==> src/rtl/rpc_pkg.sv <==
package rpc_pkg;
  localparam int LANES_DEF  = 8;
  localparam int LANE_W_DEF = 8;

  // Odd weight over a lane plus its parity bit marks a parity fault.
  function automatic logic odd_weight(input logic [LANE_W_DEF:0] v);
    return ^v;
  endfunction
endpackage

==> src/rtl/rpc_lane_check.sv <==
module rpc_lane_check #(
  parameter int W = rpc_pkg::LANE_W_DEF
) (
  input  logic [W-1:0] bits,
  input  logic         par_bit,
  input  logic         en_n,
  output logic         err
);
  logic odd;

  always_comb begin
    odd = ^{bits, par_bit};
    err = odd & ~en_n;
  end
endmodule

==> src/rtl/rpc_result_reg.sv <==
module rpc_result_reg #(
  parameter int LANES = rpc_pkg::LANES_DEF
) (
  input  logic             clk,
  input  logic             rst_n,
  input  logic             rd_valid,
  input  logic             par_en_n,
  input  logic [LANES-1:0] en_n,
  input  logic [LANES-1:0] raw_err,
  output logic             chk_n,
  output logic [LANES-1:0] lane_err
);
  logic any_err;

  always_comb any_err = |raw_err;

  always_ff @(posedge clk) begin
    if (!rst_n) begin
      chk_n    <= 1'b1;
      lane_err <= '0;
    end else if (rd_valid) begin
      lane_err <= raw_err;
      chk_n    <= ~(any_err & ~par_en_n);
    end else begin
      lane_err <= '0;
      chk_n    <= 1'b1;
    end
  end

  // a low flag is always backed by a recorded lane error
  p_flag_has_cause_r4: assert property (@(posedge clk) disable iff (!rst_n)
    !chk_n |-> (lane_err != '0));

  // a low flag needs reporting enabled on the read that caused it
  p_flag_needs_enable_r5: assert property (@(posedge clk) disable iff (!rst_n)
    !chk_n |-> !$past(par_en_n));

  // a lane disabled on the read never shows up in the vector
  p_disabled_quiet_r2: assert property (@(posedge clk) disable iff (!rst_n)
    rd_valid |=> ((lane_err & $past(en_n)) == '0));

  // an idle cycle clears both outputs on the next cycle
  p_idle_clears_r6: assert property (@(posedge clk) disable iff (!rst_n)
    !rd_valid |=> (chk_n && lane_err == '0));
endmodule

==> src/rtl/rd_parity_check.sv <==
module rd_parity_check #(
  parameter int LANES  = rpc_pkg::LANES_DEF,
  parameter int LANE_W = rpc_pkg::LANE_W_DEF
) (
  input  logic                    clk,
  input  logic                    rst_n,
  input  logic                    rd_valid,
  input  logic [LANES*LANE_W-1:0] rd_data,
  input  logic [LANES-1:0]        rd_par,
  input  logic [LANES-1:0]        lane_en_n,
  input  logic                    par_en_n,
  output logic                    chk_n,
  output logic [LANES-1:0]        lane_err
);
  localparam int DATA_W = LANES * LANE_W;

  logic [LANES-1:0] raw_err;

  for (genvar i = 0; i < LANES; i++) begin : g_lane
    rpc_lane_check #(.W(LANE_W)) u_lane (
      .bits   (rd_data[i*LANE_W +: LANE_W]),
      .par_bit(rd_par[i]),
      .en_n   (lane_en_n[i]),
      .err    (raw_err[i])
    );
  end

  rpc_result_reg #(.LANES(LANES)) u_res (
    .clk     (clk),
    .rst_n   (rst_n),
    .rd_valid(rd_valid),
    .par_en_n(par_en_n),
    .en_n    (lane_en_n),
    .raw_err (raw_err),
    .chk_n   (chk_n),
    .lane_err(lane_err)
  );

  // reset leaves the flag high and the vector empty on the next cycle
  p_reset_state_r7: assert property (@(posedge clk)
    !rst_n |=> (chk_n && lane_err == '0));

  // a read with every lane disabled cannot flag
  p_no_lanes_r3: assert property (@(posedge clk) disable iff (!rst_n)
    (rd_valid && &lane_en_n) |=> (chk_n && lane_err == '0));

  initial begin
    if (DATA_W != LANES * LANE_W) $error("bus width mismatch");
  end
endmodule

==> config.mk <==
export PLATFORM = sky130hd
export DESIGN_NAME = rd_parity_check
export DESIGN_NICKNAME = d
export VERILOG_FILES = /design/src/rtl/rpc_pkg.sv /design/src/rtl/rpc_lane_check.sv /design/src/rtl/rpc_result_reg.sv /design/src/rtl/rd_parity_check.sv
export SDC_FILE = /design/constraint.sdc
export NUM_CORES = 1
export LEC_CHECK = 0
export BUFFER_PORTS_ARGS = -buffer_cell sky130_fd_sc_hd__buf_2
export CAP_MARGIN = 5
export CORE_MARGIN = 5
export CORE_UTILIZATION = 32
export DETAILED_ROUTE_END_ITERATION = 8
export GPL_ROUTABILITY_DRIVEN = 0
export PLACE_DENSITY = 0.75
export SETUP_SLACK_MARGIN = 0.15
export SYNTH_ARGS = -nofsm -noshare
export SYNTH_HDL_FRONTEND = slang
export SYNTH_SLANG_ARGS = --single-unit
==> constraint.sdc <==
create_clock -name clk -period 1.4 [get_ports clk]
set_input_delay 0.14 -clock clk [delete_from_list [all_inputs] [get_ports clk]]
set_output_delay 0.14 -clock clk [all_outputs]
set_load 0.005 [all_outputs]
; ---- Word level (Yosys, flattened, before mapping)
; Index checks and enable logic that the tools add are counted.
[totals]
register_bits = 9
input_bits = 84
out_inout_bits = 9
[op_classes]
bitwise = 19
n_reduce_logical = 10
[ops]
columns = cell, count
row1 = $reduce_xor A9 Y1, 8
row2 = $not A1 Y1, 10
row3 = $and A1 B1 Y1, 9
row4 = $reduce_or A8 Y1, 1
row5 = $reduce_and A2 Y1, 1

; ---- Depth between registers and ports, before layout
[logic_depth]
ltp_word = 5
ltp_mapped = 5

; ---- Modules after synthesis
; A second synthesis with hierarchy kept.
[unflattened]
cells_unflattened = 85
hier_area_um2 = 1039.7
[modules_own_cells]
columns = mod, n_inst, cells_per_inst, area_each_um2, seq_area_each_um2
row1 = rpc_lane_check, 8, 8, 96.3, 0.0
row2 = rpc_result_reg, 1, 21, 269.0, 180.2

; ---- Worst setup path before layout
; OpenSTA, ideal clock, no wires.
[synth_path]
path_kind = input to register
from = in rd_data[52]
to = reg u_res.chk_n
setup_ns = 0.116
arrival_time_ns = 1.208
slack_ns = 0.075
cell_stages = 5
n_path_buf = 0
cell_sequence = xor2_1 -> xnor3_1 -> mux2i_1 -> and4_1 -> a41o_1
[synth_between]
elab_chain_len = 5
[synth_lines]
columns = item, line_no
row1 = start: declaration, rd_parity_check.sv:8  ; input logic [LANES*LANE_W-1:0] rd_data,
row2 = $reduce_xor A9 Y1, rpc_lane_check.sv:12  ; odd = ^{bits, par_bit};
row3 = $and A1 B1 Y1, rpc_lane_check.sv:13  ; err = odd & ~en_n;
row4 = $reduce_or A8 Y1, rpc_result_reg.sv:15  ; always_comb any_err = |raw_err;
row5 = $and A1 B1 Y1, rpc_result_reg.sv:23  ; chk_n <= ~(any_err & ~par_en_n);
row6 = $not A1 Y1, rpc_result_reg.sv:23
row7 = end signal: assignment, rpc_result_reg.sv:23
row8 = end: declaration, rpc_result_reg.sv:10  ; output logic chk_n,
; No other way between the ends.
; A chain may end at the register's enable or synchronous reset.

; ---- Final worst setup path
[layout_path]
from = in rd_data[63]
to = reg u_res.chk_n
; The elaborated chain is that of the path after synthesis.

==> results.json <==
{
  "outcome": "completed",
  "yosys-top-cells-area": "xnor2_1, dfxtp_1, xnor3_1",
  "grt_setup_unrepaired": "yes",
  "fin_crit_ns": 1.20,
  "maxSlewHeadroom_pct": 83.5,
  "cts.sinks": 9,
  "die-area_um2": 4150,
  "fmax_mhz": 832,
  "antenna_found_initial": 0,
  "cts_buffers": 3,
  "htreeDepth": 1,
  "worst_slack_ns": 0.198,
  "pin_count": 93,
  "synth_top_family_by_area": "XOR/XNOR gates",
  "synth_top_area_share_pct": 25.9,
  "firstDrtPassIters": 3,
  "grt_pass1_wl_mm": 3.66,
  "cpPeakStageDelay_ns": 0.43,
  "crit_slowest_cell": "xnor3_1",
  "clkPwrFrac_pct": 16.2,
  "power.total_mw": 1.13,
  "cts_root_buf": "clkbuf_4",
  "drv_cap": 0,
  "hold_class": "in -> reg",
  "finalHoldViolations": 0,
  "num-nets-final": 273,
  "ys_seq_area_share_pct": 19.0,
  "cp_max_fo": 2,
  "overflow": 0,
  "portBuffers": 92,
  "end_kind": "flop",
  "syn-num-nets": 172,
  "synth.area.mux_share_pct": 4.22,
  "route.detailed.drc": 0,
  "p_int_mw": 0.825,
  "dp_hpwl_mm": 2.23,
  "clkTransAtPathRegs_ns": 0.05,
  "grt_max_degree": 9,
  "power.share.combinational_pct": 59.1,
  "ys_ff_latch": 9,
  "initial_utilization_pct": 33.8,
  "wl_mm": 2.42,
  "drt_iter0_markers": 10,
  "synth_cell_type_count": 16,
  "ctsLongestPathBuffers": 2,
  "gr-usage-all-layers_pct": 11.4,
  "die_h_um": 64.4,
  "path_cells": "buf_6 -> xnor2_2 -> xnor3_1 -> mux2i_2 -> and4_1 -> a41o_1",
  "critPathKind": "in -> reg",
  "drv_slew": 0,
  "synth_compound_area_share_pct": 1.85,
  "drive_gt1_share_pct": 59.0,
  "cp_num_buf_inv": 1,
  "min_period_over_period_pct": 85.8,
  "cp_top_family": "XOR/XNOR gates",
  "avgViaCountPerCell": 4.36,
  "yosysTopAreaCell": "xnor2_1",
  "avgSynthCellArea_um2": 10.8,
  "setup_viol": 0,
  "critPathArrivalTime_ns": 1.34,
  "power_density_nw_per_um2": 716,
  "startpoint_type": "input port",
  "p_leak_nw": 0.887,
  "ir_drop_mv": 0.244,
  "power_frac_seq_pct": 24.6,
  "detail-route-antenna-nets": 0,
  "die_w_um": 64.4,
  "switchingPower_mw": 0.309,
  "areaGrowthSynthToFinish_pct": 67.0,
  "dp_slack_ns": -0.0897,
  "fillers": 256,
  "synthXorXnorAreaFrac_pct": 62.3,
  "synth_simple_gate_area_share_pct": 11.9,
  "cts_tree": "done",
  "grt_pass1_vias": 911,
  "rows": 19,
  "ys.warnings.count": 0,
  "coreArea_um2": 2810,
  "synth_cells": 88,
  "cts_hold_buf": 0,
  "power_switching_share_pct": 27.3,
  "netlist_area_um2": 948,
  "synthAdderAreaFrac_pct": 0,
  "tightestPinTransition_ns": 0.245,
  "wire_per_inst_um": 11.0,
  "required_ns": 1.54,
  "num_vias": 955,
  "diodes": 0
}
==> flip-flops by register name, summed over array words and instances, names as in the netlist <==
signal,flops
u_res.chk_n,1
u_res.lane_err,8
==> through the flow <==
stage | hold slack [ns] | util (%) | cells | TNS [ns] | cell area, µm²
floorplan | 0.288 | - | 88 | 0 | 971
global placement | 0.382 | 53.2 | 214 | -0.0810 | 1490
detailed placement | 0.384 | 53.2 | 214 | -0.0897 | 1490
CTS | 0.120 | 54.1 | 218 | 0 | 1520
global route | 0.135 | 56.5 | 219 | 0 | 1580
finish | 0.125 | 56.5 | 219 | 0 | 1580
==> layout make-up <==
| cell class | instances | area (µm²) | area share (%) |
|---|---|---|---|
| Sequential cell | 9 | 180 | 11.4 |
| Timing Repair Buffer | 96 | 503 | 31.8 |
| Tap cell | 31 | 38.8 | 2.45 |
| Clock buffer | 4 | 26.3 | 1.66 |
| Multi-Input combinational cell | 77 | 828 | 52.3 |
| Inverter | 2 | 7.51 | 0.474 |
==> layout by cell type, fill, tap and decap left out, drive strengths merged <==
master  synthesis  routed
nand2           3       3
and4            1       1
inv             2       2
mux2i           4       4
nand2b          2       2
clkbuf          0       4
a41o            1       1
and2b           1       1
nor2           12      12
xnor2          28      28
xor3            4       4
nor2b           3       3
xnor3           8       8
or2             1       1
a22oi           1       1
dfxtp           9       9
xor2            8       8
buf             0      96
==> synthesized netlist by cell type, drive strengths merged <==
library cell,n
xnor2,28
nor2,12
dfxtp,9
xnor3,8
xor2,8
mux2i,4
xor3,4
nand2,3
nor2b,3
inv,2
nand2b,2
a22oi,1
a41o,1
and2b,1
and4,1
or2,1
==> power by group through the flow <==
stage | registers (mW) | logic [mW] | clock network [mW]
4_1_cts | 0.280 | 0.620 | 0.192
6_report | 0.280 | 0.671 | 0.184
5_1_grt | 0.281 | 0.735 | 0.212
2_1_floorplan | 0.289 | 0.402 | 0
3_3_place_gp | 0.284 | 0.611 | 0
3_5_place_dp | 0.285 | 0.619 | 0
==> tightest hold or removal path, stage by stage <==
cell and delay (ns):
buf_2 0.07, inv_1 0.04, nand2_1 0.05, nor2_1 0.03
==> repair_timing <==
action                     CTS  global route
setup buffers                0             1
gates resized for setup      0             9
setup endpoints to repair    0             1
==> path summary, 6_finish.rpt <==
check,slack (ns),cells past startpoint,from,to
worst min-delay path,0.13,4,lane_en_n[3],u_res.lane_err[3]
worst max-delay path,0.20,6,rd_data[63],u_res.chk_n
==> layer usage <==
layer / GRT usage [%] / vias to the layer above / share of wire, %
li1: - / 486 / -
met5: 0 / - / 0
met4: 6.33 / 0 / 1.4
met2: 20.0 / 61 / 48
met1: 11.3 / 406 / 34
met3: 4.84 / 2 / 17
==> cells by family after synthesis <==
| family | after synthesis |
|---|---|
| XOR/XNOR | 48 |
| AND/OR/NAND/NOR | 23 |
| flip-flops | 9 |
| multiplexers | 4 |
| AO/OA/AOI/OAI | 2 |
| buffers and inverters | 2 |
No activity file was read; power rests on OpenSTA's default activity.
